===== config.mk =====
export PLATFORM = sky130hd
export DESIGN_NAME = spx_ctrl_regs
export DESIGN_NICKNAME = d
export VERILOG_FILES = /design/src/rtl/spx_ctrl_regs.sv
export SDC_FILE = /design/constraint.sdc
export NUM_CORES = 1
export LEC_CHECK = 0
export BUFFER_PORTS_ARGS = -buffer_cell sky130_fd_sc_hd__buf_2
export CAP_MARGIN = 25
export CORE_MARGIN = 2
export CORE_UTILIZATION = 40
export DETAILED_ROUTE_END_ITERATION = 8
export PLACE_DENSITY = 0.68
export SYNTH_ARGS = -nofsm -noshare
export SYNTH_HDL_FRONTEND = slang
export SYNTH_SLANG_ARGS = --single-unit

===== constraint.sdc =====
create_clock -name clk -period 1.7 [get_ports clk]
set_input_delay 0.34 -clock clk [delete_from_list [all_inputs] [get_ports clk]]
set_output_delay 0.34 -clock clk [all_outputs]
set_load 0.02 [all_outputs]

===== src/rtl/spx_ctrl_regs.sv =====
module spx_ctrl_regs #(
  parameter int DATA_W  = 32,
  parameter int BANDS_W = 7,
  parameter int SIGS_W  = 6,
  parameter int PTR_W   = 32,
  parameter int ERR_W   = 32,
  parameter int OFS_W   = 4
) (
  input  logic              clk,
  input  logic              rst_n,
  input  logic              clear,
  input  logic              reg_wr,
  input  logic [OFS_W-1:0]  reg_addr,
  input  logic [DATA_W-1:0] reg_wdata,
  output logic [DATA_W-1:0] reg_rdata,
  input  logic              eng_idle,
  input  logic              eng_ready,
  input  logic              eng_done,
  input  logic              eng_error,
  input  logic [SIGS_W-1:0] res_best_id,
  input  logic [ERR_W-1:0]  res_best_err,
  input  logic [SIGS_W-1:0] res_worst_id,
  input  logic [ERR_W-1:0]  res_worst_err,
  output logic              eng_start,
  output logic              eng_abort,
  output logic [BANDS_W-1:0] cfg_bands,
  output logic [SIGS_W-1:0] cfg_sigs,
  output logic [PTR_W-1:0]  cfg_spec_base,
  output logic [PTR_W-1:0]  cfg_lib_base
);

  localparam logic [OFS_W-1:0] A_CTRL = OFS_W'(0);
  localparam logic [OFS_W-1:0] A_BAND = OFS_W'(1);
  localparam logic [OFS_W-1:0] A_SIGS = OFS_W'(2);
  localparam logic [OFS_W-1:0] A_SPEC = OFS_W'(3);
  localparam logic [OFS_W-1:0] A_LIB  = OFS_W'(4);
  localparam logic [OFS_W-1:0] A_BID  = OFS_W'(5);
  localparam logic [OFS_W-1:0] A_BERR = OFS_W'(6);
  localparam logic [OFS_W-1:0] A_WID  = OFS_W'(7);
  localparam logic [OFS_W-1:0] A_WERR = OFS_W'(8);

  logic done_q, err_q, canc_q;
  logic [SIGS_W-1:0] best_id_q, worst_id_q;
  logic [ERR_W-1:0]  best_err_q, worst_err_q;

  wire ctrl_wr  = reg_wr && (reg_addr == A_CTRL);
  wire cfg_ok   = (cfg_bands != '0) && (cfg_sigs != '0);
  wire go_req   = ctrl_wr && reg_wdata[0] && eng_idle;
  wire stop_req = ctrl_wr && reg_wdata[1] && !eng_idle && !eng_done;

  always_ff @(posedge clk or negedge rst_n) begin
    if (!rst_n) begin
      eng_start <= 1'b0; eng_abort <= 1'b0;
      cfg_bands <= '0; cfg_sigs <= '0; cfg_spec_base <= '0; cfg_lib_base <= '0;
      done_q <= 1'b0; err_q <= 1'b0; canc_q <= 1'b0;
      best_id_q <= '0; best_err_q <= '0; worst_id_q <= '0; worst_err_q <= '0;
    end else if (clear) begin
      eng_start <= 1'b0; eng_abort <= 1'b0;
      cfg_bands <= '0; cfg_sigs <= '0; cfg_spec_base <= '0; cfg_lib_base <= '0;
      done_q <= 1'b0; err_q <= 1'b0; canc_q <= 1'b0;
      best_id_q <= '0; best_err_q <= '0; worst_id_q <= '0; worst_err_q <= '0;
    end else begin
      eng_start <= go_req && cfg_ok;
      eng_abort <= stop_req;
      if (reg_wr) begin
        case (reg_addr)
          A_BAND:  cfg_bands     <= reg_wdata[BANDS_W-1:0];
          A_SIGS:  cfg_sigs      <= reg_wdata[SIGS_W-1:0];
          A_SPEC:  cfg_spec_base <= reg_wdata[PTR_W-1:0];
          A_LIB:   cfg_lib_base  <= reg_wdata[PTR_W-1:0];
          default: ;
        endcase
      end
      if (eng_done) begin
        done_q <= !eng_error;
        err_q  <= eng_error;
        if (!eng_error) begin
          best_id_q  <= res_best_id;  best_err_q  <= res_best_err;
          worst_id_q <= res_worst_id; worst_err_q <= res_worst_err;
        end
      end
      if (stop_req) canc_q <= 1'b1;
      if (go_req) begin
        done_q <= 1'b0;
        canc_q <= 1'b0;
        err_q  <= !cfg_ok;
      end
    end
  end

  always_comb begin
    reg_rdata = '0;
    case (reg_addr)
      A_CTRL: reg_rdata = DATA_W'({canc_q, err_q, done_q, eng_ready, eng_idle, 2'b00});
      A_BAND: reg_rdata = DATA_W'(cfg_bands);
      A_SIGS: reg_rdata = DATA_W'(cfg_sigs);
      A_SPEC: reg_rdata = DATA_W'(cfg_spec_base);
      A_LIB:  reg_rdata = DATA_W'(cfg_lib_base);
      A_BID:  reg_rdata = DATA_W'(best_id_q);
      A_BERR: reg_rdata = DATA_W'(best_err_q);
      A_WID:  reg_rdata = DATA_W'(worst_id_q);
      A_WERR: reg_rdata = DATA_W'(worst_err_q);
      default: reg_rdata = '0;
    endcase
  end

  assert_launch_clears_flags_R4: assert property (@(posedge clk) disable iff (!rst_n)
    eng_start |-> (!done_q && !err_q && !canc_q));

  assert_launch_needs_counts_R5: assert property (@(posedge clk) disable iff (!rst_n)
    eng_start |-> (cfg_bands != '0 && cfg_sigs != '0));

  assert_abort_marks_cancel_R6: assert property (@(posedge clk) disable iff (!rst_n)
    eng_abort |-> canc_q);

  assert_done_error_exclusive_R7: assert property (@(posedge clk) disable iff (!rst_n)
    $onehot0({done_q, err_q}));

  assert_results_hold_R8: assert property (@(posedge clk) disable iff (!rst_n)
    (!$past(eng_done) && !$past(clear)) |-> ($stable(best_err_q) && $stable(worst_err_q)
      && $stable(best_id_q) && $stable(worst_id_q)));

  assert_clear_wins_R10: assert property (@(posedge clk) disable iff (!rst_n)
    clear |=> (!eng_start && !eng_abort && !done_q && !err_q && !canc_q
               && cfg_bands == '0 && cfg_sigs == '0));

endmodule


---- Yosys cells after proc, flatten, opt, wreduce, memory -nomap -nowiden ----
Index checks and enable logic that the tools add are counted.
storage, ports and cells
  register bits after elaboration ......... 158
  word-level logic and storage cells ...... 86
operators by class
  equal/unequal tests ..................... 9
  muxes and demuxes ....................... 36
  reductions and logical operators ........ 28
operator list
  kind                                                             count
  32-bit 2-to-1 mux                                                12
  32-bit case mux with 9 select lines                              1
  6-bit 2-to-1 mux                                                 9
  7-bit 2-to-1 mux                                                 3
  4-bit by 3-bit == test with 1-bit output, second input constant  4
  2-bit nonzero test                                               6
  1-bit 2-to-1 mux                                                 11
  2-bit AND reduction                                              5
  4-bit by 2-bit == test with 1-bit output, second input constant  2
  1-bit logical AND                                                8
  7-bit nonzero test                                               1
  3-bit nonzero test                                               2
  6-bit nonzero test                                               1
  4-bit by 1-bit == test with 1-bit output, second input constant  1
  4-bit == test, second input constant                             1
  1-bit zero test                                                  4
  4-bit zero test                                                  1
  2-bit != test, second input constant                             1

---- Depth between registers and ports, before layout ----
  depth in word-level cells ............... 8
  depth in mapped cells ................... 7
  gate-level depth less buffers ........... 4

---- Least setup slack after synthesis ----
OpenSTA, ideal clock, no wires.
  kind .................................... input to output
  from .................................... input port reg_addr[3]
  to ...................................... output port reg_rdata[0]
  data arrival time ....................... 1.548 ns
  slack ................................... -0.188 ns
  stages on the path ...................... 5
  path buffers ............................ 2
  cell sequence ........................... clkbuf_2 > nor4b_2 > buf_2 > a22oi_1 > a21oi_1
on the way
  longest elaborated chain between the ends .. 2
  elaborated cells on any way between the ends .. 10
  those cells by class .................... eq/ne (8); mux (1); reduce/logical (1)
ends and longest elaborated chain
  item                                         RTL line  text
  start, declared                              13        input logic [OFS_W-1:0] reg_addr,
  4-bit == test, or another cell as far along  93        case (reg_addr)
  32-bit case mux with 9 select lines (*)      93
  end, declared                                15        output logic [DATA_W-1:0] reg_rdata,
Mark *: on every way between the ends. The rest lies on a longest branch, timed or not.

---- Worst setup path after layout ----
  from .................................... register worst_id_q[3]
  to ...................................... output port reg_rdata[3]
on the way
  longest elaborated chain between the ends .. 1
ends and longest elaborated chain
  item                                 RTL line  text
  start, declared                      43        logic [SIGS_W-1:0] best_id_q, worst_id_q;
  start signal, assigned               79        worst_id_q <= res_worst_id; worst_err_q <= res_worst_err;
  32-bit case mux with 9 select lines  93
Every way passes these cells.

==> run metrics <==
status=finished, violations left; failing checks=negative setup slack; share of cells above drive strength 1=41.1%; Die X=136 µm; Period minus WS final=1960 ps; max-slew violations=0; Setup Skew=7.78 ps; Switching Share=25.9%; slew at the pin closest to its max-slew limit=472 ps; number of synthesized flops with an enable pin=0; pwr/cell area=873 nW/µm²; Logic pwr share=10.6%; count of cell types in the netlist=41; area grow syn2layout=47.4%; Final Cycle Share=115%; Overflow after GRT=0; vias in the first global route=6720; CTS tree=built; nets=1090; die area=18500 µm²; clk_lat worst skew=430 ps; Antenna Nets Post-Route=0; Core Area=17200 µm²; clock network power share=45.4%; type of the worst min-delay path=in2reg; number of port buffers=230; clk slew on worst S/H paths=70 ps; final setup violating endpoints=32; fmax=511 MHz; ys async rst share=100%; initial antenna violation count=0; Flop pwr share=44.0%; unrepaired setup endpoints after global routing=yes; CTS buffer count=17; Psw=2330 µW; GRT Util Overall=27.9%; Post-Syn Instances=684; maxcap violations=0; Synth Register Bits=158; wire per inst=21.9 µm; DRC violations left=0; syn_area_per_cell=10.2 µm²; H-tree level count=4; Seq/Total Area, Yosys=56.7%; Lkg Pwr=0.00518 µW; worst vdd ir=0.843 mV; TritonRoute pass-1 iters=9; Die Y=136 µm; DP HPWL=16200 µm; setup TNS=-6060 ps; Final Wtd Congestion=0.899; row count=48; Post-Route WL=26400 µm; crit path setup slack, layout=-256 ps; worst path arrival time=1620 ps; IO Pins=231; clk sinks=158; fin util=59.9%; Post-Syn Area=6980 µm²; vias per cell=5.68; first-pass GRT wire length=38700 µm; Initial Util=40.6%; largest fanout on the critical path=2; Starting DRT DRC Count=599; DR vias=6858; prevailing post-synth register cell=dfrtp_1; syn_nets=804; internal power=6650 µW; synth warn=0; clk buf depth=2; Root Buffer=clkbuf_16; Req. time, crit path=1360 ps; Worst setup EP type=primary output; Fin. Hold Viols=0; Critical Path Start Type=register; # diodes=0; critical path class=reg2out; largest net degree at the start of global routing=44; Place WS=-547 ps; Slew headroom=68.5%
power groups by stage:
stage	sequential [µW]	clock, µW	combinational (µW)
final	3950	4070	955
after floorplan	4010	0	338
after global placement	4010	0	799
after CTS	3940	4120	930
after global routing	3960	4280	1020
after detailed placement	4010	0	810
kinds of logic (layout without fill, tap and decap cells):
family | after synthesis | after routing | share of synthesized area [%]
AOI/OAI and AO/OA | 202 | 202 | 21.4
buffers and inverters | 60 | 358 | 3.87
DFF | 158 | 158 | 56.7
muxes | 19 | 19 | 2.73
and+or+nand+nor | 245 | 246 | 15.3
worst max-delay path, stage by stage (launching register included):
cell	delay, ps
dfrtp_1	380
mux2i_1	160
nor2_1	80
a221oi_1	220
o211ai_1	140
buf_4	190
cells in the final DEF (no fill, tap or decap), types with 3 or more instances in the layout:
cell	synthesis	final
nand4_1	3	3
nand3_1	7	7
buf_4	4	62
nor4b_4	0	3
a21oi_1	77	74
clkinvlp_4	0	4
a221oi_2	0	3
buf_12	0	22
nor2_1	17	17
clkbuf_16	0	19
nor3_1	3	3
a222oi_1	28	28
inv_6	0	5
buf_8	0	5
nand2_1	191	171
mux2i_1	19	19
dfrtp_1	158	157
a22o_1	78	78
buf_6	0	36
inv_8	0	3
nand2_2	0	15
buf_2	23	196
nand2_4	0	5
bufinv_16	0	3
metrics by stage:
stage	hold WS (ps)	instance area [µm²]	instances	power [µW]
final	112	10300	1208	8980
after global routing	110	10300	1208	9260
after CTS	105	10100	1205	8990
after detailed placement	302	8790	1133	4820
after global placement	298	8790	1133	4810
after floorplan	44.4	7100	684	4350
state kept, by name, indices dropped and copies added, names as in the netlist, 6 cells and up:
| name | cells |
|---|---|
| best_id_q | 6 |
| worst_err_q | 32 |
| best_err_q | 32 |
| worst_id_q | 6 |
| cfg_lib_base | 32 |
| cfg_spec_base | 32 |
| cfg_sigs | 6 |
| cfg_bands | 7 |
final cells by class:
cell class	count	area, µm²
fill	1439	6890
sequential	158	3960
multi-input combinational	467	2990
timing repair buffer	324	2430
clock buffer	17	425
tap	225	282
clock inverter	15	198
inverter	2	7.51
per-layer routing:
| layer | GRT usage [%] | part of all wire [%] | wire [µm] |
|---|---|---|---|
| met4 | 10.8 | 3.4 | 911 |
| met5 | 0 | 0 | 0 |
| met2 | 44.2 | 48 | 12700 |
| met1 | 36.6 | 40 | 10500 |
| met3 | 7.53 | 8.6 | 2280 |
cells in the mapped netlist, drive strengths merged (3+ instances only):
cell / count / share of area, %
a31oi: 3 / 0.27
a221oi: 4 / 0.50
nor4: 3 / 0.48
nor2b: 3 / 0.30
nor4b: 3 / 0.65
a222oi: 28 / 4.0
dfrtp: 158 / 57
a211oi: 3 / 0.32
nor3: 3 / 0.22
nand4: 3 / 0.27
buf: 33 / 2.4
mux2i: 19 / 2.7
nor3b: 4 / 0.50
clkbuf: 25 / 1.4
a22o: 78 / 9.8
nor2: 18 / 1.0
nand2: 191 / 10
a22oi: 3 / 0.32
a21oi: 77 / 5.5
nand3: 8 / 0.65
path summary, 6_finish.rpt:
path	slack, ps	start	endpoint	cells past startpoint
min in group asynchronous	400	rst_n	worst_err_q[17]	2
min reg2reg	510	best_err_q[13]	best_err_q[13]	1
max reg2reg	50	cfg_bands[2]	eng_start	5
min	110	res_best_id[3]	best_id_q[3]	2
max	-260	worst_id_q[3]	reg_rdata[3]	5
max in group asynchronous	630	rst_n	cfg_lib_base[5]	3
repair_timing:
item                                    in CTS  in global routing
endpoints found under the setup margin      32                 60
resized for setup                           87                 42
pin swaps                                   27                 31
gates cloned                                 5                  3
setup buffers                               34                  4
hold buffers                                 1                  0
hold endpoints to repair                    38                  0
(Power assumes the default switching activity.)
